File: src/rtl/trace_cap_pkg.sv
package trace_cap_pkg;
  typedef enum logic [1:0] {
    ST_IDLE  = 2'd0,
    ST_ARMED = 2'd1,
    ST_CAPT  = 2'd2,
    ST_FULL  = 2'd3
  } cap_state_e;
endpackage

File: src/rtl/trace_match.sv
module trace_match #(
  parameter int PROBE_W = 32
) (
  input  logic [PROBE_W-1:0] probe_i,
  input  logic [PROBE_W-1:0] mask_i,
  input  logic [PROBE_W-1:0] value_i,
  output logic               hit_o
);
  logic [PROBE_W-1:0] bit_ok;

  // per-bit agreement, masked-out bits always agree
  for (genvar b = 0; b < PROBE_W; b++) begin : g_bit
    assign bit_ok[b] = ~mask_i[b] | ~(probe_i[b] ^ value_i[b]);
  end

  assign hit_o = &bit_ok;
endmodule

File: src/rtl/trace_ref.sv
module trace_ref #(
  parameter int W = 8
) (
  input  logic         clk,
  input  logic         rst_n,
  input  logic         clr_i,
  input  logic         load_i,
  input  logic [W-1:0] din_i,
  output logic         differs_o
);
  logic [W-1:0] ref_q, ref_d;

  always_comb begin
    ref_d = ref_q;
    if (clr_i)       ref_d = '0;
    else if (load_i) ref_d = din_i;
  end

  always_ff @(posedge clk or negedge rst_n) begin
    if (!rst_n) ref_q <= '0;
    else        ref_q <= ref_d;
  end

  assign differs_o = (din_i != ref_q);

  // after a load, the held reference equals the loaded slice
  a_r6_ref_tracks_load: assert property (@(posedge clk) disable iff (!rst_n)
    (load_i && !clr_i) |=> (ref_q == $past(din_i)));
endmodule

File: src/rtl/trace_fifo.sv
module trace_fifo #(
  parameter  int W     = 8,
  parameter  int DEPTH = 8,
  localparam int AW    = (DEPTH > 1) ? $clog2(DEPTH) : 1,
  localparam int CW    = $clog2(DEPTH + 1)
) (
  input  logic          clk,
  input  logic          rst_n,
  input  logic          clr_i,
  input  logic          push_i,
  input  logic [W-1:0]  din_i,
  input  logic          pop_i,
  output logic [W-1:0]  dout_o,
  output logic [CW-1:0] cnt_o,
  output logic          empty_o
);
  logic [W-1:0]  mem_q [DEPTH];
  logic [AW-1:0] wr_ptr_q, wr_ptr_d, rd_ptr_q, rd_ptr_d;
  logic [CW-1:0] cnt_q, cnt_d;
  logic          full, push_ok, pop_ok;

  function automatic logic [AW-1:0] step(input logic [AW-1:0] p);
    return (p == AW'(DEPTH - 1)) ? '0 : p + 1'b1;
  endfunction

  assign full    = (cnt_q == CW'(DEPTH));
  assign empty_o = (cnt_q == '0);
  assign push_ok = push_i && !full && !clr_i;
  assign pop_ok  = pop_i && !empty_o && !clr_i;

  always_comb begin
    wr_ptr_d = wr_ptr_q;
    rd_ptr_d = rd_ptr_q;
    cnt_d    = cnt_q;
    if (clr_i) begin
      wr_ptr_d = '0;
      rd_ptr_d = '0;
      cnt_d    = '0;
    end else begin
      if (push_ok) wr_ptr_d = step(wr_ptr_q);
      if (pop_ok)  rd_ptr_d = step(rd_ptr_q);
      case ({push_ok, pop_ok})
        2'b10:   cnt_d = cnt_q + 1'b1;
        2'b01:   cnt_d = cnt_q - 1'b1;
        default: cnt_d = cnt_q;
      endcase
    end
  end

  always_ff @(posedge clk or negedge rst_n) begin
    if (!rst_n) begin
      wr_ptr_q <= '0;
      rd_ptr_q <= '0;
      cnt_q    <= '0;
    end else begin
      wr_ptr_q <= wr_ptr_d;
      rd_ptr_q <= rd_ptr_d;
      cnt_q    <= cnt_d;
    end
  end

  // storage array: write-enabled, no reset needed
  always_ff @(posedge clk) begin
    if (push_ok) mem_q[wr_ptr_q] <= din_i;
  end

  assign dout_o = mem_q[rd_ptr_q];
  assign cnt_o  = cnt_q;

  // a clear leaves the storage empty
  a_r2_clear_empties: assert property (@(posedge clk) disable iff (!rst_n)
    clr_i |=> empty_o);
  // a full buffer keeps its occupancy unless read or cleared
  a_r7_no_overflow: assert property (@(posedge clk) disable iff (!rst_n)
    (full && !pop_i && !clr_i) |=> $stable(cnt_q));
  // occupancy never exceeds the depth
  a_r7_count_bound: assert property (@(posedge clk) disable iff (!rst_n)
    cnt_q <= CW'(DEPTH));
  // an accepted read without a write removes exactly one sample
  a_r8_pop_one: assert property (@(posedge clk) disable iff (!rst_n)
    (pop_i && !push_i && !clr_i && !empty_o) |=> (cnt_q == $past(cnt_q) - 1'b1));
endmodule

File: src/rtl/trace_ctrl.sv
module trace_ctrl
  import trace_cap_pkg::*;
#(
  parameter  int DEPTH = 8,
  localparam int CW    = $clog2(DEPTH + 1)
) (
  input  logic          clk,
  input  logic          rst_n,
  input  logic          arm_i,
  input  logic          hit_i,
  input  logic          mode_i,
  input  logic          differs_i,
  input  logic [CW-1:0] cnt_i,
  input  logic          rd_ready_i,
  output logic          clr_o,
  output logic          push_o,
  output logic          pop_o,
  output logic          rd_valid_o,
  output cap_state_e    state_o
);
  cap_state_e state_q, state_d;
  logic       last_slot;
  logic       want_sample;

  assign last_slot   = (cnt_i == CW'(DEPTH - 1));
  assign want_sample = !mode_i || differs_i;
  assign clr_o       = arm_i;
  assign rd_valid_o  = (state_q == ST_FULL) && (cnt_i != '0);
  assign pop_o       = rd_valid_o && rd_ready_i && !arm_i;

  always_comb begin
    state_d = state_q;
    push_o  = 1'b0;
    if (arm_i) begin
      state_d = ST_ARMED;
    end else begin
      case (state_q)
        ST_IDLE: state_d = ST_IDLE;
        ST_ARMED: begin
          if (hit_i) begin
            push_o  = 1'b1;
            state_d = (DEPTH == 1) ? ST_FULL : ST_CAPT;
          end
        end
        ST_CAPT: begin
          if (want_sample) begin
            push_o = 1'b1;
            if (last_slot) state_d = ST_FULL;
          end
        end
        ST_FULL: begin
          if (pop_o && cnt_i == CW'(1)) state_d = ST_IDLE;
        end
        default: state_d = ST_IDLE;
      endcase
    end
  end

  always_ff @(posedge clk or negedge rst_n) begin
    if (!rst_n) state_q <= ST_IDLE;
    else        state_q <= state_d;
  end

  assign state_o = state_q;

  // idle never writes to storage
  a_r9_idle_quiet: assert property (@(posedge clk) disable iff (!rst_n)
    (state_q == ST_IDLE) |-> !push_o);
  // writes only happen while armed or capturing
  a_r3_push_window: assert property (@(posedge clk) disable iff (!rst_n)
    push_o |-> (state_q == ST_ARMED || state_q == ST_CAPT));
  // unchanged slice in change-only mode is not stored
  a_r6_skip_repeat: assert property (@(posedge clk) disable iff (!rst_n)
    (state_q == ST_CAPT && mode_i && !differs_i) |-> !push_o);
  // full state has storage at capacity until the first read
  a_r7_full_count: assert property (@(posedge clk) disable iff (!rst_n)
    ($rose(state_q == ST_FULL)) |-> (cnt_i == CW'(DEPTH)));
  // draining the last sample returns to idle
  a_r8_drain_idle: assert property (@(posedge clk) disable iff (!rst_n)
    (state_q == ST_FULL && cnt_i == '0) |-> (state_q == ST_IDLE || arm_i) || $past(arm_i));
endmodule

File: src/rtl/trace_capture.sv
module trace_capture
  import trace_cap_pkg::*;
#(
  parameter int PROBE_W   = 32,
  parameter int SLICE_LSB = 8,
  parameter int SLICE_W   = 16,
  parameter int DEPTH     = 64
) (
  input  logic               clk,
  input  logic               rst_n,
  input  logic [PROBE_W-1:0] probe_i,
  input  logic [PROBE_W-1:0] trig_mask_i,
  input  logic [PROBE_W-1:0] trig_value_i,
  input  logic               mode_i,
  input  logic               arm_i,
  output logic [1:0]         status_o,
  output logic               rd_valid_o,
  input  logic               rd_ready_i,
  output logic [SLICE_W-1:0] rd_data_o
);
  localparam int CW = $clog2(DEPTH + 1);

  logic [SLICE_W-1:0] slice;
  logic               hit, differs, clr, push, pop, empty;
  logic [CW-1:0]      cnt;
  cap_state_e         state;

  assign slice = probe_i[SLICE_LSB +: SLICE_W];

  trace_match #(.PROBE_W(PROBE_W)) u_match (
    .probe_i (probe_i),
    .mask_i  (trig_mask_i),
    .value_i (trig_value_i),
    .hit_o   (hit)
  );

  trace_ref #(.W(SLICE_W)) u_ref (
    .clk       (clk),
    .rst_n     (rst_n),
    .clr_i     (clr),
    .load_i    (push),
    .din_i     (slice),
    .differs_o (differs)
  );

  trace_ctrl #(.DEPTH(DEPTH)) u_ctrl (
    .clk        (clk),
    .rst_n      (rst_n),
    .arm_i      (arm_i),
    .hit_i      (hit),
    .mode_i     (mode_i),
    .differs_i  (differs),
    .cnt_i      (cnt),
    .rd_ready_i (rd_ready_i),
    .clr_o      (clr),
    .push_o     (push),
    .pop_o      (pop),
    .rd_valid_o (rd_valid_o),
    .state_o    (state)
  );

  trace_fifo #(.W(SLICE_W), .DEPTH(DEPTH)) u_fifo (
    .clk     (clk),
    .rst_n   (rst_n),
    .clr_i   (clr),
    .push_i  (push),
    .din_i   (slice),
    .pop_i   (pop),
    .dout_o  (rd_data_o),
    .cnt_o   (cnt),
    .empty_o (empty)
  );

  assign status_o = state;

  // valid data is offered only while full
  a_r8_valid_when_full: assert property (@(posedge clk) disable iff (!rst_n)
    rd_valid_o |-> (status_o == 2'd3 && !empty));
  // offered data holds while the host stalls
  a_r8_hold_stall: assert property (@(posedge clk) disable iff (!rst_n)
    (rd_valid_o && !rd_ready_i && !arm_i) |=> $stable(rd_data_o));
endmodule

File: config.mk
export PLATFORM = sky130hd
export DESIGN_NAME = trace_capture
export DESIGN_NICKNAME = d
export VERILOG_FILES = /design/src/rtl/trace_cap_pkg.sv /design/src/rtl/trace_match.sv /design/src/rtl/trace_ref.sv /design/src/rtl/trace_fifo.sv /design/src/rtl/trace_ctrl.sv /design/src/rtl/trace_capture.sv
export SDC_FILE = /design/constraint.sdc
export NUM_CORES = 1
export LEC_CHECK = 0
export BUFFER_PORTS_ARGS = -buffer_cell sky130_fd_sc_hd__buf_4
export CAP_MARGIN = 20
export CORE_MARGIN = 8
export CORE_UTILIZATION = 55
export DETAILED_ROUTE_END_ITERATION = 16
export HOLD_SLACK_MARGIN = 0.02
export PLACE_DENSITY_LB_ADDON = 0.08
export SLEW_MARGIN = 20
export SYNTH_ARGS = -nofsm -noshare
export SYNTH_HDL_FRONTEND = slang
export SYNTH_SLANG_ARGS = --single-unit
export TNS_END_PERCENT = 20
File: constraint.sdc
create_clock -name clk -period 3.8 [get_ports clk]
set_input_delay 0.19 -clock clk [delete_from_list [all_inputs] [get_ports clk]]
set_output_delay 0.19 -clock clk [all_outputs]
set_load 0.02 [all_outputs]
==> results.ini, run 1 <==
[worst_setup_path]
endpoint = rd_data_o[10]
crit_type = flip-flop to primary output
critPathMaxFanout = 13
arrival_ps = 3530
cp-end-kind = primary output
r2r_cells = 10
reg2reg_from = u_ctrl.state_o[0]
critPathLaunch = u_fifo.rd_ptr_q[0]
rrSetupSlack_ps = 520
r2r-end = u_fifo.mem_q[25][5]
cp.required_ps = 3610
startpoint_type = flip-flop

[cells_and_area]
fin_nets = 2229
drive_gt1_frac = 0.3573
fillers = 4971
area_growth_pct = 16.51

[logic_synthesis]
synth_common_cells = 1,024 x edfxtp_1, 336 x mux4_2, 82 x nor2_1
ys_ff_latch = 1061
yosys.area.top_type = edfxtp_1
synthSimpleGateAreaFrac = 0.02258
synth.top_cells.by_area = edfxtp_1 73%, mux4_2 18%, dfrtp_1 2.2%
synth_compound_area_frac = 0.009300
synth_ff_type = edfxtp_1
synth_mux_area_frac = 0.1852
yosysMostFrequentCell = edfxtp_1
synth_top_area_share = 0.7349
netlist_area_um2 = 41840
synth_top_family_by_area = multiplexers
yosysSeqAreaShare = 0.7570
ys_async_sr_fraction = 0.03487
syn-num-nets = 1962
yosysWarnings = 0
synth-xor-area-share = 0.01088
netlist_instances = 1852
synth-edff-count = 1024
syn_area_per_cell_um2 = 22.59
yosysUniqueCellTypes = 51
yosys.area_share.adder = 0.002691

[detailed_routing]
antenna_left = 0
routedWlPerCell_um = 31.01
drtIter0Drc = 2302
drcViolationCount = 0
num_vias = 20070
first_pass_iters = 5
wl_um = 98870
avgViaCountPerCell = 6.294

[floorplan]
die_h_um = 291.8
dieArea_um2 = 85160
num_rows = 101
coreArea_um2 = 75700
io_pins = 120
die_w_um = 291.8
initial_core_util = 0.5528

[clock_tree]
clk_pin_slew_ps = 70
cts_buffers = 106
root_buffer = clkbuf_16
worstSkewPairLatency_ps = 660
h-tree-depth = 3
cts_tree = built
cts.sinks = 1061
cts_buffer_depth = 3

[place]
io_buffers = 119
dp_slack_ps = 495.4
gp_congestion = 0.7837
place_hpwl_um = 60330

[min_path]
hp-class = primary input to async pin

[flow_run]
cap_violations = 0

[timing]
slew_headroom = 0.4289
setup_ws_ps = 83.23
fmaxAchievable_mhz = 269.1
rsz0062_at_grt = no
skew_ps = 20.84
setup_tns_ps = 0
tightest_slew_ps = 856.7
fin_crit_sh = 0.9781
finalSetupViolations = 0
period_needed_ps = 3717
hold_viol_final = 0
drv_slew = 0
whs_ps = 54.81

[grt]
grt_max_degree = 67
grt_first_pass_wirelength_um = 144700
first_global_vias = 20720
grt_overflow = 0
antenna_found_initial = 2
grt_usage = 0.2330

[power_and_ir_drop]
p_seq_frac = 0.525
max-vdd-ir-drop_uv = 483.8
power.density_nw_per_um2 = 503.2
intPower_w = 0.01973
power_frac_comb = 0.029
swShare = 0.1959
p_sw_w = 0.004805
p_leak_nw = 15.24
power.share.clock = 0.446

[outcome]
outcome = finished, final reports clean

-- metal layers --
layer,global-route usage,wire (um)
met5,0,0
met4,0.06298,2228
met3,0.03653,6748
met2,0.3691,48150
met1,0.3421,41750
-- through the flow --
stage,total power (W),instances,instance area [um^2],utilization
after CTS,0.02469,3185,48690,0.6433
after global routing,0.02517,3186,48740,0.6439
after floorplan,0.01339,1852,41840,-
after detailed placement,0.01383,2978,44890,0.5930
final,0.02453,3188,48750,0.6440
after global placement,0.01380,2978,44890,0.5930
-- power groups by stage --
stage / Combinational, W / Sequential [W] / Clock (W)
6_report: 0.000718 / 0.0129 / 0.0109
2_1_floorplan: 0.000269 / 0.0131 / 0
5_1_grt: 0.000772 / 0.0129 / 0.0115
3_5_place_dp: 0.000713 / 0.0131 / 0
3_3_place_gp: 0.000688 / 0.0131 / 0
4_1_cts: 0.000722 / 0.0129 / 0.0111
-- how the worst min path moves through the flow --
| stage | start | end | depth (start not counted) |
|---|---|---|---|
| floorplan | rst_n | u_ctrl.state_o[0] | 0 |
| CTS | rst_n | u_fifo.rd_ptr_q[3] | 2 |
| finish | rst_n | u_fifo.wr_ptr_q[3] | 2 |
| detailed placement | rst_n | u_fifo.cnt_o[3] | 1 |
| global route | rst_n | u_fifo.rd_ptr_q[3] | 2 |
| global placement | rst_n | u_fifo.rd_ptr_q[0] | 1 |
-- critical path, cell delays in order (launching register included) --
cell	delay, ps
dfrtp_4	530
buf_12	230
buf_4	150
buf_4	140
mux4_2	490
mux4_2	540
mux4_2	570
buf_4	190
-- cells by family (layout without fill, tap and decap cells) --
group,count (synthesis),in the layout
flip-flops,1061,1061
other,0,2
AND/OR/NAND/NOR,207,207
AO/OA/AOI/OAI,57,57
adder cells (fa/ha/maj),9,9
XOR/XNOR,52,52
multiplexers,354,354
buffers and inverters,112,468
-- area by class of cell --
class                      count  area, um^2  share of cell area
sequential                  1061       31690              0.6501
multi-input combinational    679        9721              0.1994
clock buffer                 130        2814             0.05772
timing repair buffer         263        2396             0.04915
tap                          978        1224             0.02510
clock inverter                67       868.3             0.01781
inverter                       8       30.03           0.0006160
antenna                        2       5.005           0.0001027
-- registers in the layout (all words and copies together), names as in the netlist --
| signal | cells |
|---|---|
| u_ctrl.state_o | 2 |
| u_fifo.cnt_o | 7 |
| u_fifo.mem_q | 1024 |
| u_fifo.rd_ptr_q | 6 |
| u_fifo.wr_ptr_q | 6 |
| u_ref.ref_q | 16 |
-- cells in the final DEF, fill, tap and decap left out, types with 9 or more instances in the layout --
cell type	Yosys	layout
a21oi_1	10	10
a22oi_1	17	17
buf_12	0	24
buf_4	16	227
bufinv_16	0	20
clkbuf_1	54	18
clkbuf_16	0	108
clkinv_1	0	22
clkinv_2	0	15
dfrtp_1	37	32
edfxtp_1	1024	1024
ha_1	9	9
mux2i_1	17	17
mux4_2	336	336
nand2_1	60	60
nand3_1	14	14
nand4_1	9	9
nor2_1	82	56
nor2_2	1	26
xnor2_1	18	18
xor2_1	34	34
-- timing repair --
action	4_1_cts	5_1_grt
setup endpoints to repair	3	2
gates resized for setup	1	3
endpoints found under the hold margin	119	0
setup buffers	3	0
cloned	1	1
hold buffers	6	0
Power figures use the tool's default switching activity.
==> run 2: changes to the inputs <==
Settings changed: BUFFER_PORTS_ARGS -buffer_cell sky130_fd_sc_hd__buf_4 to default, DONT_BUFFER_PORTS from default to 1, SYNTH_HIERARCHICAL from default to 1.
==> run 2 against run 1 <==
Utilization is 0.39 points lower. Critical path depth unchanged. Area after synthesis up 0.82%. Sequential share of layout area increased by 0.17 points. Combinational power fell by 25%. Final area fell by 0.27%. Worst hold slack better by 19 ps. Setup slack worse by 5.3 ps. Clock-buffer cell count is 3 lower.
==> results.ini, run 2 <==
[logic_synthesis]
netlist_area_um2 = 42190
yosysWarnings = 6
syn-num-nets = 2297
syn_area_per_cell_um2 = 19.31
netlist_instances = 2185

[cells_and_area]
largest_register_ffs = 1024
regMostFlops = u_fifo/mem_q
drive_gt1_frac = 0.2218
fillers = 5190
layout_common_cells = 1,024 x edfxtp_1, 195 x mux4_2, 162 x mux2i_1
multi_input_area_um2 = 9980
final_cell_area_um2 = 48620
area_growth_pct = 15.24
fin_nets = 2478
stdcell_count = 3486
register_area_um2 = 31690
layout_commonest_cell = edfxtp_1

[worst_setup_path]
crit_type = flip-flop to primary output
cp_common_cell = a211oi_1
cp.required_ps = 3610
startpoint_type = flip-flop
arrival_ps = 3530
rrSetupSlack_ps = 290
cp-end-kind = primary output
slowest_stage = dfrtp_4
critPathMaxFanout = 15
slowest_delay_ps = 670
crit_chain = buf_4, nand2b_1, a211oi_1, a211oi_1, a211oi_1, o22ai_1, buf_4

[timing]
period_needed_ps = 3722
drv_slew = 0
fin_crit_sh = 0.9795
whs_ps = 74.14
rsz0062_at_grt = no
setup_tns_ps = 0
setup_ws_ps = 77.89
tightest_slew_ps = 941.3
fmaxAchievable_mhz = 268.7
finalSetupViolations = 0
skew_ps = 22.59
hold_viol_final = 0
slew_headroom = 0.3725

[clock_tree]
worstSkewPairLatency_ps = 660
cts.sinks = 1061
clk_pin_slew_ps = 60
cts_buffer_depth = 3
root_buffer = clkbuf_16
cts_tree = built
cts_buffers = 105
h-tree-depth = 3

[grt]
first_global_vias = 22200
grt_overflow = 0
grt_first_pass_wirelength_um = 154200
antenna_found_initial = 3
grt_max_degree = 66
grt_usage = 0.2461

[floorplan]
coreArea_um2 = 75950
io_pins = 120
num_rows = 101
die_h_um = 293.0
dieArea_um2 = 85820
die_w_um = 293.0
initial_core_util = 0.5555

[place]
dp.cells = 3232
gp_congestion = 0.8629
placed_area_um2 = 44400
io_buffers = 0
dp_slack_ps = 136.1
place_hpwl_um = 58810

[power_and_ir_drop]
p_leak_nw = 15.12
max-vdd-ir-drop_uv = 429.6
power.density_nw_per_um2 = 477.9

[detailed_routing]
drcViolationCount = 0
wl_um = 105900
avgViaCountPerCell = 6.278
drtIter0Drc = 2314
num_vias = 21880
first_pass_iters = 7
antenna_left = 0
routedWlPerCell_um = 30.37

[flow_run]
cap_violations = 0

[min_path]
hp-class = primary input to flip-flop

[outcome]
outcome = finished, final reports clean

-- run 2: stage by stage --
stage	total power [W]	util
5_1_grt	0.02385	0.6400
2_1_floorplan	0.01328	-
3_5_place_dp	0.01333	0.5845
4_1_cts	0.02340	0.6393
6_report	0.02324	0.6401
3_3_place_gp	0.01332	0.5845
-- run 2: path summary, 6_finish.rpt --
kind | startpoint | endpoint | cells past startpoint
max reg2reg | u_ref/ref_q[2] | u_fifo/cnt_o[6] | 15
min in group asynchronous | rst_n | u_fifo/rd_ptr_q[3] | 3
max in group asynchronous | rst_n | u_fifo/rd_ptr_q[0] | 4
min reg2reg | u_ref/ref_q[14] | u_ref/ref_q[14] | 2
min | rd_ready_i | u_fifo/rd_ptr_q[0] | 4
max | u_fifo/rd_ptr_q[1] | rd_data_o[12] | 7
-- run 2: area by class of cell --
type | instances | share of cell area
Sequential cell | 1061 | 0.6518
Multi-Input combinational cell | 993 | 0.2053
Clock buffer | 127 | 0.05618
Timing Repair Buffer | 201 | 0.04851
Tap cell | 1030 | 0.02651
Clock inverter | 67 | 0.01130
Inverter | 4 | 0.0003088
Antenna cell | 3 | 0.0001544
-- run 2: critical path: cells and delay by family (launching register included) --
family	cells	cell delay, ps
compound gates	4	1080
buf+inv	2	540
flops	1	670
simple gates	1	560
-- run 2: report_power, final --
| part | internal, W | switching, W | total (W) |
|---|---|---|---|
| Clock | 0.00560 | 0.00425 | 0.00984 |
| Sequential | 0.0128 | 0.0000206 | 0.0129 |
| Combinational | 0.000186 | 0.000351 | 0.000536 |
| Total | 0.0186 | 0.00462 | 0.0232 |
-- run 2: routing by layer --
layer / up-vias / track usage / wire length (um)
li1: 9293 / - / -
met1: 11550 / 0.3373 / 42870
met2: 867 / 0.4026 / 52120
met3: 173 / 0.04732 / 7866
met4: 0 / 0.07639 / 3027
met5: - / 0 / 0
-- run 2: what timing repair did --
action / 4_1_cts / 5_1_grt
setup endpoints to repair: 13 / 8
endpoints found under the hold margin: 1114 / 0
cloned: 0 / 0
buffers inserted: 3 / 0
hold buffers: 54 / 0
resized for setup: 0 / 11
